[config.mk]
export PLATFORM = sky130hd
export DESIGN_NAME = dma_tx_fifo_ctrl
export DESIGN_NICKNAME = d
export VERILOG_FILES = /design/src/rtl/tx_pkg.sv /design/src/rtl/txf_buffer.sv /design/src/rtl/txf_refill.sv /design/src/rtl/txf_drive_if.sv /design/src/rtl/dma_tx_fifo_ctrl.sv
export SDC_FILE = /design/constraint.sdc
export NUM_CORES = 1
export LEC_CHECK = 0
export ABC_AREA = 1
export BUFFER_PORTS_ARGS = -buffer_cell sky130_fd_sc_hd__buf_2
export CORE_MARGIN = 8
export CORE_UTILIZATION = 55
export CTS_BUF_LIST = sky130_fd_sc_hd__clkbuf_8 sky130_fd_sc_hd__clkbuf_16
export DETAILED_ROUTE_END_ITERATION = 16
export PLACE_DENSITY = 0.67
export SYNTH_ARGS = -nofsm -noshare
export SYNTH_HDL_FRONTEND = slang
export SYNTH_SLANG_ARGS = --single-unit
[constraint.sdc]
create_clock -name clk -period 5.96 [get_ports clk]
set_input_delay 1.192 -clock clk [delete_from_list [all_inputs] [get_ports clk]]
set_output_delay 1.192 -clock clk [all_outputs]
set_load 0.02 [all_outputs]
[src/rtl/tx_pkg.sv]
`timescale 1ns/1ps
package tx_pkg;
  typedef enum logic {BUS_MWDMA = 1'b0, BUS_UDMA = 1'b1} bus_mode_e;
  localparam int LW_W = 32;
  localparam int HW_W = 16;
endpackage

[src/rtl/txf_buffer.sv]
`timescale 1ns/1ps
module txf_buffer #(
  parameter int DEPTH_HW = 64,
  parameter int CW = $clog2(DEPTH_HW + 1)
) (
  input  logic                    clk,
  input  logic                    rst,
  input  logic                    clr,
  input  logic                    en,
  input  logic                    wr_valid,
  input  logic [tx_pkg::LW_W-1:0] wr_data,
  input  logic                    rd_take,
  output logic [CW-1:0]           fill,
  output logic                    empty,
  output logic                    ovf,
  output logic [tx_pkg::HW_W-1:0] rd_data
);
  localparam int LW_DEPTH = DEPTH_HW / 2;
  localparam int AW = $clog2(LW_DEPTH);

  logic [tx_pkg::LW_W-1:0] mem [LW_DEPTH];
  logic [AW-1:0] wr_ptr;
  logic [AW:0]   rd_ptr;
  logic          accept;
  logic [tx_pkg::LW_W-1:0] head_lw;

  assign accept  = en && wr_valid && (fill <= CW'(DEPTH_HW - 2));
  assign empty   = (fill == '0);
  assign head_lw = mem[rd_ptr[AW:1]];
  assign rd_data = rd_ptr[0] ? head_lw[31:16] : head_lw[15:0];

  always_ff @(posedge clk) begin
    if (accept) mem[wr_ptr] <= wr_data;
  end

  always_ff @(posedge clk) begin
    if (rst || clr) begin
      wr_ptr <= '0;
      rd_ptr <= '0;
      fill   <= '0;
      ovf    <= 1'b0;
    end else begin
      if (accept) wr_ptr <= wr_ptr + 1'b1;
      if (rd_take) rd_ptr <= rd_ptr + 1'b1;
      fill <= fill + (accept ? CW'(2) : CW'(0)) - (rd_take ? CW'(1) : CW'(0));
      if (en && wr_valid && !accept) ovf <= 1'b1;
    end
  end


  fill_bound_chk: assert property (@(posedge clk) disable iff (rst)
    fill <= CW'(DEPTH_HW));

  no_underflow_chk: assert property (@(posedge clk) disable iff (rst)
    rd_take |-> !empty);

  wr_step_chk: assert property (@(posedge clk) disable iff (rst || clr)
    (accept && !rd_take) |=> (fill == $past(fill) + CW'(2)));

  both_step_chk: assert property (@(posedge clk) disable iff (rst || clr)
    (accept && rd_take) |=> (fill == $past(fill) + CW'(1)));
endmodule

[src/rtl/txf_refill.sv]
`timescale 1ns/1ps
module txf_refill #(
  parameter int CW = 7
) (
  input  logic          clk,
  input  logic          rst,
  input  logic          en,
  input  logic          ren,
  input  logic [CW-1:0] fill,
  input  logic [CW-1:0] alarm,
  output logic          req
);
  always_ff @(posedge clk) begin
    if (rst) req <= 1'b0;
    else     req <= en && ren && (fill < alarm);
  end


  refill_gate_chk: assert property (@(posedge clk) disable iff (rst)
    req |-> $past(en && ren));
endmodule

[src/rtl/txf_drive_if.sv]
`timescale 1ns/1ps
module txf_drive_if (
  input  logic clk,
  input  logic rst,
  input  logic en,
  input  logic pend,
  input  logic dir_tx,
  input  logic mode_sel,
  input  logic drv_req,
  input  logic drv_strobe,
  input  logic empty,
  output logic ack,
  output logic valid,
  output logic take,
  output logic mode_q
);
  assign valid = ack && !empty;
  assign take  = drv_strobe && valid;

  always_ff @(posedge clk) begin
    if (rst) begin
      ack    <= 1'b0;
      mode_q <= tx_pkg::BUS_MWDMA;
    end else begin
      ack    <= en && pend && dir_tx && drv_req;
      mode_q <= mode_sel;
    end
  end


  ack_drop_chk: assert property (@(posedge clk) disable iff (rst)
    (!drv_req || !pend) |=> !ack);

  ack_rise_chk: assert property (@(posedge clk) disable iff (rst)
    (drv_req && pend && en && dir_tx) |=> ack);
endmodule

[src/rtl/dma_tx_fifo_ctrl.sv]
`timescale 1ns/1ps
module dma_tx_fifo_ctrl #(
  parameter int DEPTH_HW = 64,
  parameter int CW = $clog2(DEPTH_HW + 1)
) (
  input  logic          clk,
  input  logic          rst,
  input  logic          fifo_en,
  input  logic          refill_en,
  input  logic          dma_pend,
  input  logic          dir_tx,
  input  logic          mode_udma,
  input  logic          fifo_clr,
  input  logic [CW-1:0] alarm_lvl,
  input  logic          wr_valid,
  input  logic [31:0]   wr_data,
  output logic          refill_req,
  output logic          overflow,
  output logic [CW-1:0] fill_level,
  input  logic          drv_req,
  output logic          drv_ack,
  input  logic          drv_strobe,
  output logic          out_valid,
  output logic [15:0]   out_data,
  input  logic          drv_irq,
  output logic          xfer_done,
  output logic          bus_mode
);
  logic empty;
  logic take;

  txf_buffer #(.DEPTH_HW(DEPTH_HW), .CW(CW)) u_buf (
    .clk(clk), .rst(rst), .clr(fifo_clr), .en(fifo_en),
    .wr_valid(wr_valid), .wr_data(wr_data), .rd_take(take),
    .fill(fill_level), .empty(empty), .ovf(overflow), .rd_data(out_data)
  );

  txf_refill #(.CW(CW)) u_refill (
    .clk(clk), .rst(rst), .en(fifo_en), .ren(refill_en),
    .fill(fill_level), .alarm(alarm_lvl), .req(refill_req)
  );

  txf_drive_if u_drv (
    .clk(clk), .rst(rst), .en(fifo_en), .pend(dma_pend), .dir_tx(dir_tx),
    .mode_sel(mode_udma), .drv_req(drv_req), .drv_strobe(drv_strobe),
    .empty(empty), .ack(drv_ack), .valid(out_valid), .take(take),
    .mode_q(bus_mode)
  );

  always_ff @(posedge clk) begin
    if (rst) xfer_done <= 1'b0;
    else     xfer_done <= drv_irq;
  end


  done_follow_chk: assert property (@(posedge clk) disable iff (rst)
    drv_irq |=> xfer_done);

  clr_empty_chk: assert property (@(posedge clk) disable iff (rst)
    fifo_clr |=> (fill_level == '0 && !overflow));
endmodule

==> results of run 1 <==
flip-flops by register name (all words and copies together), names as in the netlist, named ones only:
| register | flops |
|---|---|
| u_buf.mem | 1024 |
| u_buf.fill | 7 |
| u_buf.rd_ptr | 6 |
| u_buf.wr_ptr | 5 |
| u_buf.ovf | 1 |
| u_drv.ack | 1 |
| u_drv.mode_q | 1 |
| u_refill.req | 1 |
| xfer_done | 1 |
worst max-delay path: cells and delay by family (launching register included):
family	cells	cell delay, ns
buf+inv	3	1.03
simple gates	7	1.03
flops	1	0.80
path summary, 6_finish.rpt:
path	from	to	slack (ns)	cells after the start
worst max-delay path	flop	out_data[2]	1.06	10
worst max register to register	u_buf.fill[3]	u_buf.mem[13][2]	2.40	7
worst min-delay path	u_buf.ovf	u_buf.ovf	0.48	2
worst min register to register	u_buf.ovf	u_buf.ovf	0.48	2
final cells by class:
| cell class | instances | area share (%) |
|---|---|---|
| Multi-Input combinational cell | 2315 | 21.7 |
| Clock inverter | 82 | 1.30 |
| Tap cell | 1040 | 2.74 |
| Timing Repair Buffer | 139 | 2.04 |
| Inverter | 49 | 0.450 |
| Clock buffer | 113 | 5.92 |
| Antenna cell | 2 | 0.0105 |
| Sequential cell | 1052 | 65.9 |
Yosys cell counts (19+ instances only):
master	count
inv_1	45
nand3_1	879
edfxtp_1	1024
a21oi_1	19
buf_4	23
dfxtp_1	28
nand2_1	1321
buf_2	111
nor2_1	45
buf_6	54
ha_1	24
clkbuf_1	19
layout by cell type, fill, tap and decap left out:
cell type	Yosys	final
clkinv_2	0	28
bufinv_16	0	8
edfxtp_1	1024	1024
nand4_1	3	3
nor4_1	1	1
nor2_1	45	16
nor3_2	0	2
clkbuf_16	0	112
nor3b_1	3	3
ha_1	24	24
clkinv_1	1	19
nor3_1	6	4
fa_1	1	1
a31oi_1	1	1
inv_6	0	3
inv_1	45	62
buf_12	0	10
inv_16	0	2
clkbuf_8	0	1
inv_2	2	2
dfxtp_4	0	4
inv_8	1	1
dfxtp_2	0	1
buf_4	23	50
clkinv_8	0	2
nand2_1	1321	1321
clkinvlp_4	0	4
o21ai_0	12	12
nand3_1	879	879
buf_2	111	79
a21oi_1	19	19
dfxtp_1	28	23
diode_2	0	2
nor2_4	0	29
logic make-up after synthesis:
logic type	synth area share, %
AOI/OAI and AO/OA	0.375
buffers and inverters	3.90
adders and majority gates	0.744
and+or+nand+nor	22.3
DFF	72.7
through the flow:
stage / util, % / std cells / worst slack, ns
3_5_place_dp: 57.0 / 4595 / 1.78
3_3_place_gp: 57.0 / 4595 / 1.85
2_1_floorplan: - / 3639 / 1.76
6_report: 61.4 / 4792 / 1.06
4_1_cts: 61.4 / 4790 / 1.18
5_1_grt: 61.4 / 4790 / 0.966
metal layers:
metal | routed length (um) | global-route usage (%) | vias up
li1 | - | - | 12800
met1 | 47800 | 36.8 | 13800
met2 | 52700 | 39.9 | 1375
met3 | 10400 | 5.04 | 181
met4 | 3390 | 8.49 | 4
met5 | 27 | 0 | -
power by group through the flow:
| stage | combinational (mW) | sequential (mW) | clock, mW |
|---|---|---|---|
| finish | 0.376 | 8.16 | 6.55 |
| detailed placement | 0.373 | 8.32 | 0 |
| global route | 0.411 | 8.16 | 6.90 |
| floorplan | 0.143 | 8.33 | 0 |
| global placement | 0.366 | 8.32 | 0 |
| CTS | 0.375 | 8.16 | 6.60 |
==> summary.md, run 1 <==
| Metric | Value |
|---|---|
| DP Area | `0.0441 sq mm` |
| Switching share of total power | `20.6%` |
| Number of CTS-inserted buffers | `106` |
| Combinational power share | `2.5%` |
| Layout filler cell count | `6002` |
| Fin. Hold Viols | `0` |
| Routed WL | `114000 um` |
| Max FO, Critical Path | `121` |
| Startpoint types | `flop` |
| Primary FF master, synth | `edfxtp_1` |
| CTS tree | `done` |
| Max Clk Rate | `0.204 GHz` |
| Vias/cell | `5.88` |
| Cts repair resizes | `0` |
| Clock sink count | `1052` |
| Register area | `0.0313 sq mm` |
| Yosys reg bits | `1052` |
| Asr flop ratio synth | `0%` |
| Worst min-delay path category | `reg -> reg` |
| Global-route wire length before repair | `170000 um` |
| Layout area overhead | `10.4%` |
| CTS root buffer | `clkbuf_16` |
| WHS | `0.480 ns` |
| Final Cycle Share | `82.2%` |
| Min Tclk post-route | `4.90 ns` |
| Yosys top cell area share | `71.4%` |
| Syn_area_per_cell | `11.8 sq um` |
| Top cell by count, worst path | `nand3_1` |
| Area of the multi-input gates | `0.0103 sq mm` |
| Site Rows | `102` |
| Leakage power | `17.1 nW` |
| # setup viols final | `0` |
| Mapped Cells | `3639` |
| Int Pwr | `12.0 mW` |
| Via count | `28200` |
| Slew @ Worst Pin | `1.40 ns` |
| Seq pwr share | `54.1%` |
| Net count reported at finish | `3739` |
| Vias in the first global route | `26800` |
| GRT overflow | `0` |
| Clock share of power | `43.4%` |
| Crit path max-delay cell type | `dfxtp_4` |
| DR pass1 iterations | `6` |
| H-tree levels | `3` |
| Number of synthesized flops with an enable pin | `1024` |
| Initial drt markers | `3352` |
| GPL Wtd Cong | `0.833` |
| # DRC | `0` |
| ANT nets after route | `0` |
| DIE WIDTH | `296 um` |
| Critical path required time | `4.77 ns` |
| GR Util All Layers | `25.8%` |
| Yosys cell types | `24` |
| Slew margin rel. | `6.51%` |
| Final Cell Area | `0.0476 sq mm` |
| Synth Warn # | `0` |
| CP max stage delay | `0.80 ns` |
| Max Cap Viol | `0` |
| Crit. End Element | `output port` |
| Net Sw Power | `3.11 mW` |
| Setup TNS | `0 ns` |
| Largest area contributor in the netlist | `edfxtp_1` |
| Post-CTS setup buffers | `0` |
| Ports | `80` |
| Slew Viols, Final | `0` |
| Post-Syn Nets | `3715` |
| RSZ-0062 raised after global routing | `no` |
| Total power | `15.1 mW` |
| Largest net degree at the start of global routing | `192` |
| # hold bufs at CTS | `0` |
| PwrDens | `317 mW/mm^2` |
| Initial antenna violation count | `6` |
| Maximum VDD drop | `0.000233 V` |
| Die height | `296 um` |
| Status | `finished clean` |
| Worst-path cell chain | `inv_8, buf_4, nand3_1, nand3_1, nand2_1, nand2_1, nand3_1, nand3_1, nand2_1, buf_2` |
| Synth area leaders | `edfxtp_1, nand2_1, nand3_1` |
| Initial Util | `55.6%` |
| Later-pin clock latency in the skew report | `0.68 ns` |
| Critical path type | `reg -> out` |
| DIE AREA | `0.0875 sq mm` |
| Core ar. | `0.0775 sq mm` |
| WP data arrival | `3.71 ns` |
| Drt wl/cell | `23.9 um` |
| Share of layout cells above drive strength 1 | `9.01%` |
| Final Skew | `0.0200 ns` |
| Sequential share of the synthesized area | `72.7%` |
| Cell area after synthesis | `0.0431 sq mm` |
| Buffers from clock root to sink, at most | `3` |
| I/O Buffers | `79` |
| DP HPWL | `61200 um` |
| Clock Pin Slew Worst Setup and Hold Paths | `0.06 ns` |
Note: power is estimated with default switching activity, not from simulation.
==> run 2: changes to the inputs <==
--- a/config.mk
+++ b/config.mk
@@ -11,7 +11,7 @@
 export CORE_UTILIZATION = 55
 export CTS_BUF_LIST = sky130_fd_sc_hd__clkbuf_8 sky130_fd_sc_hd__clkbuf_16
 export DETAILED_ROUTE_END_ITERATION = 16
-export PLACE_DENSITY = 0.67
+export PLACE_DENSITY = 0.7
 export SYNTH_ARGS = -nofsm -noshare
 export SYNTH_HDL_FRONTEND = slang
 export SYNTH_SLANG_ARGS = --single-unit
==> constraint.sdc (replaced) <==
create_clock -name clk -period 4.07 [get_ports clk]
set_input_delay 0.814 -clock clk [delete_from_list [all_inputs] [get_ports clk]]
set_output_delay 0.814 -clock clk [all_outputs]
set_load 0.02 [all_outputs]
==> run 2 against run 1 <==
Via count rose by 0.94%; global-route usage rose by 0.11 points; final cell count rose by 1.1%; first-iteration DRC count rose by 7.4%; die area did not move; largest cell class unchanged.
==> summary.md, run 2 (synthesis gave the netlist of run 1 again) <==
| Metric | Value |
|---|---|
| Layout filler cell count | `5820 (-3.0%)` |
| Die height | `296 um (unchanged)` |
| DIE WIDTH | `296 um (unchanged)` |
| Slew @ Worst Pin | `0.930 ns (-0.469 ns)` |
| Largest net degree at the start of global routing | `138 (-28%)` |
| Number of CTS-inserted buffers | `105 (-0.94%)` |
| Post-Layout Cell Count | `4845 (+1.1%)` |
| Status | `finished clean` |
| Max FFs per register | `1024 (unchanged)` |
| CTS root buffer | `clkbuf_16` |
| ANT nets after route | `0 (unchanged)` |
| Vias/cell | `5.87 (-0.16%)` |
| Final Cell Area | `0.0481 sq mm (+1.1%)` |
| Dpl ws | `0.735 ns (-1.04 ns)` |
| Leakage power | `17.4 nW (+1.7%)` |
| Initial drt markers | `3601 (+7.4%)` |
| Ports | `80 (unchanged)` |
| Site Rows | `102 (unchanged)` |
| Final Cycle Share | `94.9%` |
| Via count | `28400 (+0.94%)` |
| Clock share of power | `42.2% (-1.2 points)` |
| Later-pin clock latency in the skew report | `0.67 ns (about the same)` |
| Core ar. | `0.0775 sq mm (unchanged)` |
| # DRC | `0 (unchanged)` |
| Largest register by flop count | `u_buf.mem` |
| Worst reg2reg setup slack | `1.00 ns (-1.40 ns)` |
| DIE AREA | `0.0875 sq mm (unchanged)` |
| Initial antenna violation count | `13 (+7)` |
| Critical path required time | `3.26 ns (-1.51 ns)` |
| Setup TNS | `0 ns (unchanged)` |
| Fin. Hold Viols | `0 (unchanged)` |
| H-tree levels | `3 (unchanged)` |
| Maximum VDD drop | `0.000394 V (+69%)` |
| Buffers from clock root to sink, at most | `3 (unchanged)` |
| RSZ-0062 raised after global routing | `no` |
| Initial Util | `55.6% (unchanged)` |
| Clock Pin Slew Worst Setup and Hold Paths | `0.06 ns (about the same)` |
| # setup viols final | `0 (unchanged)` |
| Most common cell after layout, fill and taps aside | `nand2_1` |
| Min Tclk post-route | `3.86 ns` |
| Most frequent cells in the layout | `nand2_1, edfxtp_1, nand3_1` |
| Final Skew | `0.0288 ns (+0.00877 ns)` |
| PwrDens | `448 mW/mm^2 (+41%)` |
| DP HPWL | `59700 um (-2.5%)` |
| Worst min-delay path category | `in -> reg` |
| Final core utilization | `62.1% (+0.67 points)` |
| Drt wl/cell | `23.7 um (-0.52%)` |
| CTS tree | `done` |
| Vias in the first global route | `27300 (+1.9%)` |
| Int Pwr | `17.2 mW (+43%)` |
| GPL Wtd Cong | `0.800 (-4.0%)` |
| Combinational power share | `2.3% (-0.2 points)` |
| Placed cell count | `4640 (+0.98%)` |
| DR pass1 iterations | `6 (unchanged)` |
| Startpoint types | `flop` |
| GRT overflow | `0 (unchanged)` |
| I/O Buffers | `79 (unchanged)` |
| Global-route wire length before repair | `170000 um (+0.14%)` |
| Top flop regs | `u_buf.mem: 1024 flops, u_buf.fill: 7 flops, u_buf.rd_ptr: 6 flops` |
| Seq pwr share | `55.4% (+1.3 points)` |
| Max Clk Rate | `0.259 GHz` |
| Net Sw Power | `4.38 mW (+41%)` |
| DP Area | `0.0448 sq mm (+1.4%)` |
| Final worst slack | `0.208 ns (-0.854 ns)` |
| Crit. End Element | `output port` |
| Switching share of total power | `20.3% (-0.30 points)` |
| Share of layout cells above drive strength 1 | `9.71% (+0.69 points)` |
| Slew margin rel. | `37.9% (+31 points)` |
| Critical path type | `reg -> out` |
| WP data arrival | `3.05 ns (-0.66 ns)` |
| Slew Viols, Final | `0 (unchanged)` |
| Layout area overhead | `11.6%` |
| Routed WL | `115000 um (+0.58%)` |
| Net count reported at finish | `3787 (+1.3%)` |
| GR Util All Layers | `25.9% (+0.11 points)` |
| Max FO, Critical Path | `86 (-29%)` |
| # hold bufs at CTS | `0 (unchanged)` |
| Clock sink count | `1052 (unchanged)` |
| Max Cap Viol | `0 (unchanged)` |
run 2: changes by cell type in the layout (fill, tap and decap cells not counted), sizes merged:
cell,before,now
diode,2,4
inv,70,83
buf,139,187
bufinv,8,6
clkinvlp,4,1
clkbuf,113,108
run 2: metal layers:
metal	vias to the layer above	track usage (%)	share of wire (%)
li1	12900	-	-
met1	13700	35.8	40
met2	1577	40.9	46
met3	278	4.46	10
met4	0	10.6	4.3
met5	-	0	0
run 2: worst paths after layout:
check,cells past startpoint,end,startpoint
min reg2reg,2,u_buf.ovf,u_buf.ovf
max,11,out_data[5],flop
min,3,xfer_done,drv_irq
max reg2reg,11,u_buf.mem[16][22],u_buf.fill[6]
run 2: area by class of cell:
type	count	area (sq um)	share of cell area (%)
Clock buffer	108	2680	5.57
Multi-Input combinational cell	2315	10300	21.4
Clock inverter	89	574	1.19
Inverter	49	223	0.463
Antenna cell	4	10.0	0.0208
Tap cell	1040	1300	2.71
Timing Repair inverter	1	11.3	0.0234
Timing Repair Buffer	187	1650	3.42
Sequential cell	1052	31300	65.1
run 2: repair_timing:
| action | 4_1_cts | 5_1_grt |
|---|---|---|
| buffers inserted | 0 | 3 |
| hold endpoints to repair | 0 | 0 |
| gates resized for setup | 0 | 4 |
| setup endpoints to repair | 0 | 11 |
run 2: through the flow:
step / hold slack, ns / power (mW)
after CTS: 0.326 / 21.6
after global placement: 0.449 / 12.7
after global routing: 0.348 / 22.1
after floorplan: 0.477 / 12.4
final: 0.354 / 21.6
after detailed placement: 0.452 / 12.7
run 2: worst max-delay path, cell delays in order, from the launching register on:
cell and delay (ns):
dfxtp_4 0.54, buf_4 0.19, buf_12 0.31, nand2_1 0.09
nand3_1 0.09, nand3_1 0.08, nand2_1 0.11, nand2_1 0.05
nand3_1 0.18, nand3_1 0.26, nand2_1 0.21, buf_2 0.20
run 2: power by group through the flow:
stage          Combinational [mW]  Sequential, mW  Clock, mW
6_report                    0.505            11.9       9.11
4_1_cts                     0.507            11.9       9.19
3_5_place_dp                0.505            12.2          0
5_1_grt                     0.562            11.9       9.62
2_1_floorplan               0.209            12.2          0
3_3_place_gp                0.492            12.2          0
